## src/rtl/sem_pkg.sv

```systemverilog
// Shared types for the semaphore token bank.
// Assumes: a latch is owned by at most one of two ports.
package sem_pkg;
    typedef enum logic [1:0] {
        OWN_FREE  = 2'd0,
        OWN_LEFT  = 2'd1,
        OWN_RIGHT = 2'd2
    } sem_owner_t;
endpackage

```

## src/rtl/sem_port_decode.sv

```systemverilog
// Decodes one port's access into per-latch request and release strobes
// and a read strobe with its index.
// Assumes: index in the low address bits, request/release in data bit 0.
module sem_port_decode #(
    parameter int NUM_SEM = 8,
    parameter int ADDR_W  = 16,
    parameter int DATA_W  = 18,
    localparam int IDX_W  = $clog2(NUM_SEM)
) (
    input  logic               sel,
    input  logic               wr,
    input  logic               oe,
    input  logic [ADDR_W-1:0]  addr,
    input  logic [DATA_W-1:0]  wdata,
    output logic [NUM_SEM-1:0] req_vec,
    output logic [NUM_SEM-1:0] rel_vec,
    output logic               rd_en,
    output logic [IDX_W-1:0]   rd_idx
);
    logic [IDX_W-1:0] idx;
    logic             wr_en;

    // Pick the index and qualify the write strobe.
    always_comb begin
        idx    = addr[IDX_W-1:0];
        wr_en  = sel & wr;
        rd_en  = sel & oe & ~wr;
        rd_idx = idx;
    end

    // One request/release strobe per latch.
    for (genvar g = 0; g < NUM_SEM; g++) begin : g_strobe
        always_comb begin
            req_vec[g] = wr_en & (idx == IDX_W'(g)) & ~wdata[0];
            rel_vec[g] = wr_en & (idx == IDX_W'(g)) &  wdata[0];
        end
    end
endmodule

```

## src/rtl/sem_cell.sv

```systemverilog
// One token latch with a pending-request bit for each port.
// Assumes: a port issues at most one of request/release per cycle;
// left wins a same-cycle tie; a waiting port inherits on release.
module sem_cell
    import sem_pkg::*;
(
    input  logic       clk,
    input  logic       rst_n,
    input  logic       l_req,
    input  logic       l_rel,
    input  logic       r_req,
    input  logic       r_rel,
    output sem_owner_t owner
);
    sem_owner_t nxt_owner;
    logic       l_pend, r_pend, nxt_lp, nxt_rp;

    // Next-state rules for ownership and pending requests.
    always_comb begin
        nxt_owner = owner;
        nxt_lp    = l_pend;
        nxt_rp    = r_pend;
        unique case (owner)
            OWN_FREE: begin
                nxt_lp = 1'b0;
                nxt_rp = 1'b0;
                if (l_req) begin
                    nxt_owner = OWN_LEFT;
                    nxt_rp    = r_req;
                end else if (r_req) begin
                    nxt_owner = OWN_RIGHT;
                end
            end
            OWN_LEFT: begin
                nxt_lp = 1'b0;
                if (l_rel) begin
                    nxt_owner = (r_req || (r_pend && !r_rel)) ? OWN_RIGHT : OWN_FREE;
                    nxt_rp    = 1'b0;
                end else if (r_req) begin
                    nxt_rp = 1'b1;
                end else if (r_rel) begin
                    nxt_rp = 1'b0;
                end
            end
            OWN_RIGHT: begin
                nxt_rp = 1'b0;
                if (r_rel) begin
                    nxt_owner = (l_req || (l_pend && !l_rel)) ? OWN_LEFT : OWN_FREE;
                    nxt_lp    = 1'b0;
                end else if (l_req) begin
                    nxt_lp = 1'b1;
                end else if (l_rel) begin
                    nxt_lp = 1'b0;
                end
            end
            default: begin
                nxt_owner = OWN_FREE;
                nxt_lp    = 1'b0;
                nxt_rp    = 1'b0;
            end
        endcase
    end

    // State registers with synchronous reset to free.
    always_ff @(posedge clk) begin
        if (!rst_n) begin
            owner  <= OWN_FREE;
            l_pend <= 1'b0;
            r_pend <= 1'b0;
        end else begin
            owner  <= nxt_owner;
            l_pend <= nxt_lp;
            r_pend <= nxt_rp;
        end
    end

    assert_pend_owned_R7: assert property (@(posedge clk) disable iff (!rst_n)
        (l_pend |-> owner == OWN_RIGHT) and (r_pend |-> owner == OWN_LEFT));
    assert_free_grant_R3: assert property (@(posedge clk) disable iff (!rst_n)
        (owner == OWN_FREE && r_req && !l_req) |=> owner == OWN_RIGHT);
    assert_tie_left_R8: assert property (@(posedge clk) disable iff (!rst_n)
        (owner == OWN_FREE && l_req && r_req) |=> (owner == OWN_LEFT && r_pend));
    assert_handoff_R7: assert property (@(posedge clk) disable iff (!rst_n)
        (owner == OWN_LEFT && l_rel && r_pend && !r_rel) |=> owner == OWN_RIGHT);
    assert_release_R5: assert property (@(posedge clk) disable iff (!rst_n)
        (owner == OWN_RIGHT && r_rel && !l_pend && !l_req) |=> owner == OWN_FREE);
    assert_foreign_rel_R6: assert property (@(posedge clk) disable iff (!rst_n)
        (owner == OWN_LEFT && r_rel && !l_rel) |=> (owner == OWN_LEFT && !r_pend));
    assert_rerequest_R9: assert property (@(posedge clk) disable iff (!rst_n)
        (owner == OWN_LEFT && l_req && !r_req && !r_rel) |=> $stable(owner));
endmodule

```

## src/rtl/sem_read_port.sv

```systemverilog
// Registered read path for one port: returns 0 on all bits to the holder,
// 1 on all bits otherwise, one cycle after the read.
// Assumes: SIDE is the owner code that means "this port holds it".
module sem_read_port
    import sem_pkg::*;
#(
    parameter int         NUM_SEM = 8,
    parameter int         DATA_W  = 18,
    parameter sem_owner_t SIDE    = OWN_LEFT,
    localparam int        IDX_W   = $clog2(NUM_SEM)
) (
    input  logic                     clk,
    input  logic                     rst_n,
    input  logic                     rd_en,
    input  logic [IDX_W-1:0]         rd_idx,
    input  sem_owner_t [NUM_SEM-1:0] owners,
    output logic [DATA_W-1:0]        rdata,
    output logic                     rvalid
);
    logic not_mine;

    // Status bit of the addressed latch from this port's view.
    always_comb not_mine = (owners[rd_idx] != SIDE);

    // Capture the result on a read; valid pulses for one cycle.
    always_ff @(posedge clk) begin
        if (!rst_n) begin
            rdata  <= '1;
            rvalid <= 1'b0;
        end else begin
            rvalid <= rd_en;
            if (rd_en) rdata <= {DATA_W{not_mine}};
        end
    end

    assert_valid_timing_R2: assert property (@(posedge clk) disable iff (!rst_n)
        rd_en |=> rvalid);
    assert_valid_only_read_R2: assert property (@(posedge clk) disable iff (!rst_n)
        !rd_en |=> !rvalid);
    assert_copied_bits_R4: assert property (@(posedge clk) disable iff (!rst_n)
        rvalid |-> (rdata == '0 || rdata == '1));
endmodule

```

## src/rtl/sem_bank.sv

```systemverilog
// Top of the two-port semaphore token bank: a decoder per port, one cell
// per latch, and a registered read path per port.
// Assumes: both ports share clk; reset is synchronous active-low.
module sem_bank
    import sem_pkg::*;
#(
    parameter int NUM_SEM = 8,
    parameter int ADDR_W  = 16,
    parameter int DATA_W  = 18
) (
    input  logic              clk,
    input  logic              rst_n,
    input  logic              l_sem_sel,
    input  logic              l_wr,
    input  logic              l_oe,
    input  logic [ADDR_W-1:0] l_addr,
    input  logic [DATA_W-1:0] l_wdata,
    output logic [DATA_W-1:0] l_rdata,
    output logic              l_rvalid,
    input  logic              r_sem_sel,
    input  logic              r_wr,
    input  logic              r_oe,
    input  logic [ADDR_W-1:0] r_addr,
    input  logic [DATA_W-1:0] r_wdata,
    output logic [DATA_W-1:0] r_rdata,
    output logic              r_rvalid
);
    localparam int IDX_W = $clog2(NUM_SEM);

    logic [NUM_SEM-1:0]       l_req, l_rel, r_req, r_rel;
    logic                     l_rd, r_rd;
    logic [IDX_W-1:0]         l_ridx, r_ridx;
    sem_owner_t [NUM_SEM-1:0] owners;

    sem_port_decode #(.NUM_SEM(NUM_SEM), .ADDR_W(ADDR_W), .DATA_W(DATA_W)) u_dec_l (
        .sel(l_sem_sel), .wr(l_wr), .oe(l_oe), .addr(l_addr), .wdata(l_wdata),
        .req_vec(l_req), .rel_vec(l_rel), .rd_en(l_rd), .rd_idx(l_ridx));

    sem_port_decode #(.NUM_SEM(NUM_SEM), .ADDR_W(ADDR_W), .DATA_W(DATA_W)) u_dec_r (
        .sel(r_sem_sel), .wr(r_wr), .oe(r_oe), .addr(r_addr), .wdata(r_wdata),
        .req_vec(r_req), .rel_vec(r_rel), .rd_en(r_rd), .rd_idx(r_ridx));

    for (genvar g = 0; g < NUM_SEM; g++) begin : g_cell
        sem_cell u_cell (
            .clk(clk), .rst_n(rst_n),
            .l_req(l_req[g]), .l_rel(l_rel[g]),
            .r_req(r_req[g]), .r_rel(r_rel[g]),
            .owner(owners[g]));
    end

    sem_read_port #(.NUM_SEM(NUM_SEM), .DATA_W(DATA_W), .SIDE(OWN_LEFT)) u_rd_l (
        .clk(clk), .rst_n(rst_n), .rd_en(l_rd), .rd_idx(l_ridx),
        .owners(owners), .rdata(l_rdata), .rvalid(l_rvalid));

    sem_read_port #(.NUM_SEM(NUM_SEM), .DATA_W(DATA_W), .SIDE(OWN_RIGHT)) u_rd_r (
        .clk(clk), .rst_n(rst_n), .rd_en(r_rd), .rd_idx(r_ridx),
        .owners(owners), .rdata(r_rdata), .rvalid(r_rvalid));

    // Both ports never both see "held" for the same latch in one cycle.
    assert_single_holder_R4: assert property (@(posedge clk) disable iff (!rst_n)
        (l_rvalid && r_rvalid && l_rdata == '0 && r_rdata == '0)
        |-> ($past(l_addr[IDX_W-1:0]) != $past(r_addr[IDX_W-1:0])));
    // A deselected port produces no read result.
    assert_no_sel_R2: assert property (@(posedge clk) disable iff (!rst_n)
        (!l_sem_sel && !r_sem_sel) |=> (!l_rvalid && !r_rvalid));
endmodule

```

## config.mk

```make
export PLATFORM = sky130hd
export DESIGN_NAME = sem_bank
export DESIGN_NICKNAME = d
export VERILOG_FILES = /design/src/rtl/sem_pkg.sv /design/src/rtl/sem_port_decode.sv /design/src/rtl/sem_cell.sv /design/src/rtl/sem_read_port.sv /design/src/rtl/sem_bank.sv
export SDC_FILE = /design/constraint.sdc
export NUM_CORES = 1
export LEC_CHECK = 0
export BUFFER_PORTS_ARGS = -buffer_cell sky130_fd_sc_hd__buf_2
export CORE_ASPECT_RATIO = 1.75
export CORE_MARGIN = 5
export CORE_UTILIZATION = 34
export CTS_CLUSTER_DIAMETER = 50
export CTS_CLUSTER_SIZE = 20
export DETAILED_ROUTE_END_ITERATION = 16
export HOLD_SLACK_MARGIN = 0.05
export PLACE_DENSITY = 0.71
export SLEW_MARGIN = 20
export SYNTH_ARGS = -nofsm -noshare
export SYNTH_HDL_FRONTEND = slang
export SYNTH_HIERARCHICAL = 1
export SYNTH_SLANG_ARGS = --single-unit
```

## constraint.sdc

```tcl
create_clock -name clk -period 3.5 [get_ports clk]
set_input_delay 0.175 -clock clk [delete_from_list [all_inputs] [get_ports clk]]
set_output_delay 0.175 -clock clk [all_outputs]
set_load 0.005 [all_outputs]
```

==> results of run 1 <==
==> power breakdown <==
| part | switching (W) | internal, W | leakage (nW) | total [W] |
|---|---|---|---|---|
| Combinational | 0.0000543 | 0.0000353 | 0.524 | 0.0000896 |
| Clock | 0.000165 | 0.000335 | 0.0808 | 0.000500 |
| Sequential | 0.00000956 | 0.000414 | 0.291 | 0.000424 |
==> registers in the layout, indices dropped and copies added, names as in the netlist <==
signal and count:
g_cell.u_cell/owner 16, g_cell.u_cell/l_pend 8, g_cell.u_cell/r_pend 8, u_rd_l/rdata 1
u_rd_l/rvalid 1, u_rd_r/rdata 1, u_rd_r/rvalid 1
==> metrics by stage <==
stage	power (W)	hold WS (ns)	area, µm²	std cells
6_report	0.00101	0.288	2900	441
5_1_grt	0.00105	0.305	2900	441
4_1_cts	0.00103	0.276	2900	441
3_5_place_dp	0.000522	0.502	2740	433
3_3_place_gp	0.000520	0.488	2740	433
2_1_floorplan	0.000501	0.280	2750	338
==> worst max-delay path: cells and delay by family <==
family / cells / cell delay (ns)
and+or+nand+nor: 2 / 0.80
buffers and inverters: 2 / 0.25
AOI/OAI and AO/OA: 1 / 0.38
==> synthesized netlist by cell type, drive strengths merged, types with 4 or more instances <==
| master | n |
|---|---|
| mux2i | 16 |
| nor2 | 35 |
| nand3b | 8 |
| nand2 | 14 |
| buf | 48 |
| o211ai | 8 |
| a211oi | 16 |
| o21ai | 27 |
| nand2b | 20 |
| dfxtp | 36 |
| nand4b | 5 |
| o21a | 8 |
| nor3 | 10 |
| o31ai | 8 |
| a221oi | 8 |
| a2111oi | 8 |
| nor3b | 4 |
| inv | 28 |
| nor2b | 8 |
==> metal layers <==
layer  global-route usage, %  wire length, µm  vias to the layer above  part of all wire (%)
li1                        -                -                     1208                     -
met1                    12.3             2500                     1120                    39
met2                    23.2             3290                       72                    52
met3                    1.95              326                       14                   5.1
met4                    8.66              238                        0                   3.7
met5                       0                0                        -                     0
==> layout by cell type (no fill, tap or decap), types with 8 or more instances in the layout <==
cell	Yosys	final
sky130_fd_sc_hd__a2111oi_0	8	8
sky130_fd_sc_hd__dfxtp_1	36	36
sky130_fd_sc_hd__buf_2	0	53
sky130_fd_sc_hd__nand2_1	14	14
sky130_fd_sc_hd__o21ai_1	9	9
sky130_fd_sc_hd__nand2b_1	20	20
sky130_fd_sc_hd__nand3b_1	8	8
sky130_fd_sc_hd__inv_1	28	28
sky130_fd_sc_hd__nor2_1	35	35
sky130_fd_sc_hd__a221oi_2	8	8
sky130_fd_sc_hd__o21a_1	8	8
sky130_fd_sc_hd__nor3_1	9	9
sky130_fd_sc_hd__mux2i_1	16	16
sky130_fd_sc_hd__o211ai_1	8	8
sky130_fd_sc_hd__o31ai_1	8	8
sky130_fd_sc_hd__nor2b_1	8	8
sky130_fd_sc_hd__o21ai_0	18	18
sky130_fd_sc_hd__a211oi_1	16	16
==> worst max-delay path by stage <==
stage / start / endpoint / slack [ns]
detailed placement: l_addr[2] / g_cell[0].u_cell/l_pend / 1.77
floorplan: g_cell[4].u_cell/owner[1] / u_rd_r/rdata[0] / 2.16
finish: l_addr[2] / g_cell[0].u_cell/l_pend / 2.05
global route: l_addr[2] / g_cell[0].u_cell/l_pend / 1.87
CTS: g_cell[4].u_cell/owner[1] / u_rd_r/rdata[0] / 2.04
global placement: l_addr[2] / g_cell[0].u_cell/l_pend / 1.84
==> layout make-up <==
class	instances	area, µm²	share of cell area, %
multi-input cells	226	1540	52.9
flip-flops and latches	36	721	24.8
repair buffers	53	265	9.13
clock buffers	6	129	4.44
well taps	90	113	3.88
inverters	28	105	3.62
clock inverters	2	35.0	1.21
==> kinds of logic (layout without fill, tap and decap cells) <==
logic type	after synthesis	in the layout	synth area share, %
AND/OR/NAND/NOR	122	122	25.9
multiplexers	16	16	5.82
buffers and inverters	76	89	18.0
AO/OA/AOI/OAI	88	88	24.1
flip-flops	36	36	26.2
==> results.md, run 1 <==
Die:
- Row generation in the floorplan step produced 43 rows.
- The total die area is 10100 µm².
- Pin placement for this block handled 114 I/O pins.
- The initial core utilization is 34.8%.
- The die is around 130 µm tall.
- The core footprint is 7910 µm².
- Measured along the x axis, the die boundary spans ~80 µm.

Final layout:
- The area growth from synthesis to layout is 5.50%.
- Cells with a size suffix above 1 make up 20.8% of the layout.
- The number of fill cells is between 700 and 800.
- The number of diodes added for antenna fixing is 0.
- Measured on the finished design, the core utilization comes to between 30% and 40%.
- The count of nets after finishing is 426.

Outcome:
- The run finished with clean final reports.

STA:
- The final worst slack is 2.05 ns.
- For the pin with the worst max-slew slack, the measured transition is 0.540 ns.
- After layout, the worst path uses a little over 40% of the clock period.
- The clock period minus worst slack is 1.45 ns.
- Between clock sinks in the finished design, the worst skew comes to 0.00336 ns.
- Measured against its own limit, the worst slew margin works out to 63.7%.
- The maximum operating frequency is 0.689 GHz.
- The count of final hold-check violations is 0.
- Adding up every negative setup slack in the final design gives 0 ns.
- The number of pins exceeding their max-slew limit in the final report was 0.
- The final count of negative-setup-slack endpoints is 0.
- Setup repair after global routing left no endpoint under its margin.

Yosys:
- Counting flops with a built-in enable in the synthesized netlist gives 0.
- The number of warnings reported in the yosys synthesis log is 6.
- After synthesis the netlist holds a flip-flop and latch count of 36.
- Synthesis handed over a netlist of about 340 instances.
- After synthesis, the share of flip-flops with an asynchronous set or reset is 0%.
- The netlist uses 39 different library cells.
- Summing every instance area after synthesis gives about 2800 µm².
- The number of nets in the synthesized netlist is roughly 410.
- By area the synthesized netlist is led by sky130_fd_sc_hd__dfxtp_1 26%, sky130_fd_sc_hd__buf_4 11%, sky130_fd_sc_hd__mux2i_1 5.8%.
- In the synthesized netlist the dominant register cell turns out to be sky130_fd_sc_hd__dfxtp_1.
- The library cell with the largest summed area after synthesis is sky130_fd_sc_hd__dfxtp_1.
- The share of synthesized area occupied by flip-flops and latches is a little over a quarter.
- The per-instance average area after synthesis is 8.14 µm².
- The fraction of synthesized cell area taken by the top area cell type is 26.2%.

GRT:
- The initial antenna violation count is 0.
- The number of global-route vias before repair came to around 2.2k.
- Summed over all layers, the global routing overflow is 0.
- The wire length of the first global-routing pass is approximately 10000 µm.
- Entering global routing, the biggest net connects 29 pins.
- The total global-route track usage is 12.5%.

Clock tree:
- The deepest clock path buffer count is 2.
- Clock latency on the worst-skew pair, taken at its later pin, is 0.28 ns.
- CTS placed an instance of sky130_fd_sc_hd__clkbuf_16 at the clock tree root.
- The number of hold buffers added after CTS was 0.
- CTS built an H-tree with a depth of 2.
- The clock tree from TritonCTS is yes.
- Counting every sink on the clock net gives 36.
- After clock tree synthesis, the clock-pin slew on the worst setup and hold paths is 0.05 ns.
- Once the clock tree was built, the resizer swapped 0 gates to a different size.
- Clock tree synthesis inserted a total of 5 buffers.
- In this run the post-CTS setup repair buffer count came out at 0.

Min path:
- The sink of the worst hold path is u_rd_r/rvalid.
- In this run the most critical hold path is launched from r_wr.
- The hold path depth is 3.
- The type of the most critical hold path is in2reg.

Placed design:
- The number of port buffers is 53.
- Prior to clock tree synthesis, the placed netlist has a worst setup slack of 1.77 ns.
- The congestion estimate from routability-driven global placement came to 0.846.
- The wire-length estimate of the detail-placed layout is between 4000 and 5000 µm.

Power:
- The analysis attributes to cell leakage a power of 0.896 nW.
- The total power divided by cell area is 349 nW/µm².
- VDD sags by at most 0.000282 V.

Drt:
- The number of violations reported at the end of detailed-routing iteration 0 is 83.
- After detailed routing, the number of remaining DRC violations is 0.
- Detailed routing inserted a total of 2414 vias.
- The final routed wire length divided by cell count is 14.4 µm.
- The detailed-route vias per instance is 5.47.
- The first TritonRoute pass finished after 5 iterations.
- The post-detailed-route count of antenna-violating nets is 0.
- Summed over all layers, the routed wires come to 6360 µm.

Critical path:
- The maximum fanout count along the critical path is 6.
- The largest single stage delay on the critical path is about 0.48 ns.
- For the worst setup path, the data required time is 3.66 ns.
- The cell count of the worst reg-to-reg path is 4.
- The worst register-to-register path begins at g_cell[4].u_cell/owner[1].
- The critical path class is in2reg.
- Data arrives at the worst endpoint at 1.61 ns.
- The slowest stage cell on the critical path is sky130_fd_sc_hd__nor3_1.
- The kind of capture point of the worst setup path is a flop.
- The worst flop-to-flop path endpoint is u_rd_r/rdata[0].
- Traced cell by cell, the critical path runs through buf_2 > nand4bb_1 > nor3_1 > inv_1 > a2111oi_0.
- The startpoint type of the worst setup path is an input port.
- The setup slack on the worst flop-to-flop path is 2.05 ns.

Run:
- The number of maximum-capacitance violations is 0.
(Power assumes the default switching activity.)
==> run 2, diff against run 1 <==
==> constraint.sdc (replaced) <==
create_clock -name clk -period 1.5 [get_ports clk]
set_input_delay 0.075 -clock clk [delete_from_list [all_inputs] [get_ports clk]]
set_output_delay 0.075 -clock clk [all_outputs]
set_load 0.005 [all_outputs]
==> results.md, run 2 (synthesized netlist as in run 1, its figures left out) <==
Outcome:
- The flow ran to the end, and the final reports show no timing, DRC or antenna violations.

STA:
- The count of final hold-check violations is 0.
- The worst pin sits at a relative slew slack of 67.9%.
- For the pin with the worst max-slew slack, the measured transition is 0.481 ns.
- Setup violations remaining at the end of the flow were counted as 0.
- The clock period minus worst slack is 1.38 ns.
- After layout, the worst path uses 91.9% of the clock period.
- The maximum operating frequency is 0.725 GHz.
- In the final timing run, aggregate negative setup slack is 0 ns.
- Setup repair after global routing left no endpoint under its margin.
- The setup skew after layout is 0.00366 ns.
- The number of pins exceeding their max-slew limit in the final report is 0.

Power:
- The leakage power summed over all cells is 0.963 nW.
- Across the VDD grid, the largest voltage drop is 0.000686 V.
- In this run the power density over the cells is 758 nW/µm².
- Total power for the finished layout comes to between 0.002 and 0.0025 W.

Final layout:
- In the layout the commonest cells are 53 x sky130_fd_sc_hd__buf_2, 36 x sky130_fd_sc_hd__dfxtp_1, 35 x sky130_fd_sc_hd__nor2_1, 28 x sky130_fd_sc_hd__inv_1, 20 x sky130_fd_sc_hd__nand2b_1.
- Counting the fill cells in the layout gives 813.
- The largest registers in the layout are g_cell.u_cell/owner x16, g_cell.u_cell/l_pend x8, g_cell.u_cell/r_pend x8.
- The area growth from synthesis to layout is 8.95%.
- The library cell used most frequently in the layout, excluding fill and tap cells, is sky130_fd_sc_hd__buf_2.
- Of the cells placed in the final design, the portion with a size suffix greater than 1 is 23.8%.
- The register with the most flip-flops in the layout has 16 of them.
- The largest register by flop count is g_cell.u_cell/owner.
- After the last flow step, the layout net total stands at about 440.
- The repair_antennas step left the layout with diodes totalling 0.

Critical path:
- The critical path class is reg2reg.
- For this run, the slowest stage of the critical path takes 0.53 ns.
- STA classifies the critical path startpoint as a flop.
- The startpoint of the most critical register-to-register path is g_cell[4].u_cell/owner[0].
- The signal on the critical path passes through or4b_1 > nand4_1 > nor3_1 > a211o_1.
- STA puts the critical path data required time at roughly 1.7 ns.
- The worst flop-to-flop path endpoint is u_rd_r/rdata[0].
- The maximum fanout count along the critical path is 2.
- The slowest stage cell on the critical path is sky130_fd_sc_hd__or4b_1.
- Counting cells, the worst reg-to-reg path comes to 4.
- The worst setup path is captured at a flop.
- The setup slack on the worst flop-to-flop path is between 0.1 and 0.15 ns.
- For the worst setup path, the data arrival time is 1.55 ns.

Placed design:
- Detailed placement ended at an HPWL of 5140 µm.
- The global placer's final weighted congestion is 0.855.
- The number of port buffers is 53.

Min path:
- The worst hold path belongs to the class in2reg.
- The sink of the worst hold path is u_rd_l/rvalid.
- Along the worst hold path, the cell count comes to 3.
- The startpoint of the most critical hold path is l_wr.

GRT:
- The number of global-route vias before repair is 2442.
- The total global-route track usage is 13.5%.
- The wire length of the first global-routing pass is 11200 µm.
- The initial antenna violation count is 0.
- The largest net degree at the start of global routing is 26.
- The aggregate global routing overflow is 0.

Clock tree:
- TritonCTS built the clock tree.
- The deepest clock path buffer count is 2.
- The clock root buffer master is sky130_fd_sc_hd__clkbuf_16.
- Clock-pin slew was measured on the worst setup and hold paths at 0.06 ns.
- The number of gates resized after CTS was 0.
- The clock net in this run drives a total of 36 sinks.
- The buffer count from post-CTS setup fixing is 0.
- In this run the number of H-tree levels came out at 2.
- Clock tree synthesis inserted a total of 5 buffers.
- For the worst-skew pair, the clock arrives at the later sink with an insertion delay of 0.28 ns.
- Buffers inserted to repair hold after CTS numbered 0.

Run:
- The tool flagged a number of max-cap violations equal to 0.

Drt:
- For this block, the routed nets add up to 6660 µm of wire.
- For this run, the detailed router's first-pass iteration total came to 4.
- The post-detailed-route count of antenna-violating nets is 0.
- The post-detailed-route DRC marker count is 0.
- Using the TritonRoute via totals, the vias-per-cell ratio works out to 5.47.
- The detailed router placed approximately 2.5k vias in this run.
- The final routed wire length divided by cell count is 14.6 µm.
- After the first detailed-routing iteration, the DRC count stood at 51.

Die:
- The overall die height is 129 µm.
- The total die area is 10100 µm².
- From left edge to right edge, the die measures 78.0 µm.
- The cell row count is 43.
- The initial core utilization is 34.8%.
- The core region is approximately 7900 µm².
- between 100 and 150 I/O pins were placed.
run 2: changes by cell type in the layout (fill, tap and decap cells not counted):
cell                        before  now
sky130_fd_sc_hd__buf_4           0   15
sky130_fd_sc_hd__bufinv_16       1    0
sky130_fd_sc_hd__clkbuf_1        1    2
sky130_fd_sc_hd__clkbuf_8        0    1
sky130_fd_sc_hd__clkinv_2        1    0
run 2: worst max path at each step:
stage / from / end / slack [ns] / depth (start not counted)
2_1_floorplan: g_cell[4].u_cell/owner[1] / u_rd_r/rdata[0] / 0.16 / 4
3_3_place_gp: l_addr[2] / g_cell[3].u_cell/owner[0] / 0.1 / 6
3_5_place_dp: r_addr[0] / g_cell[6].u_cell/owner[0] / 0.04 / 7
4_1_cts: g_cell[4].u_cell/owner[0] / u_rd_r/rdata[0] / 0.13 / 4
5_1_grt: g_cell[4].u_cell/owner[0] / u_rd_r/rdata[0] / 0.09 / 4
6_report: g_cell[4].u_cell/owner[0] / u_rd_r/rdata[0] / 0.12 / 4
run 2: metrics by stage:
step,hold slack (ns),instance area (µm²),worst slack (ns),std cells,utilization (%)
after floorplan,0.180,2750,0.157,338,-
after global placement,0.467,2850,0.0969,448,36.1
after detailed placement,0.472,2850,0.0379,448,36.1
after CTS,0.186,3000,0.126,456,37.9
after global routing,0.229,3000,0.0886,456,37.9
final,0.199,3000,0.121,456,37.9
run 2: final cells by class:
type / instances / area, µm² / area share, %
Sequential cell: 36 / 721 / 24.0
Tap cell: 90 / 113 / 3.75
Multi-Input combinational cell: 226 / 1540 / 51.2
Clock buffer: 8 / 146 / 4.88
Timing Repair Buffer: 68 / 378 / 12.6
Inverter: 28 / 105 / 3.50
run 2: metal layers:
layer	track usage, %	routed length, µm	vias up	part of all wire, %
met5	0	0	-	0
met4	8.26	245	0	3.7
met3	1.81	342	17	5.1
met2	23.9	3430	77	52
met1	15.0	2640	1157	40
li1	-	-	1242	-
run 2: power breakdown:
| group | internal, W | switching, W |
|---|---|---|
| sequential | 0.000966 | 0.0000156 |
| clock | 0.000663 | 0.000394 |
| combinational | 0.0000958 | 0.000139 |
run 2: critical path: cells and delay by family, from the launching register on:
kind               cells  cell delay, ns
DFF                    1            0.31
AOI/OAI and AO/OA      1            0.25
and+or+nand+nor        3            0.71
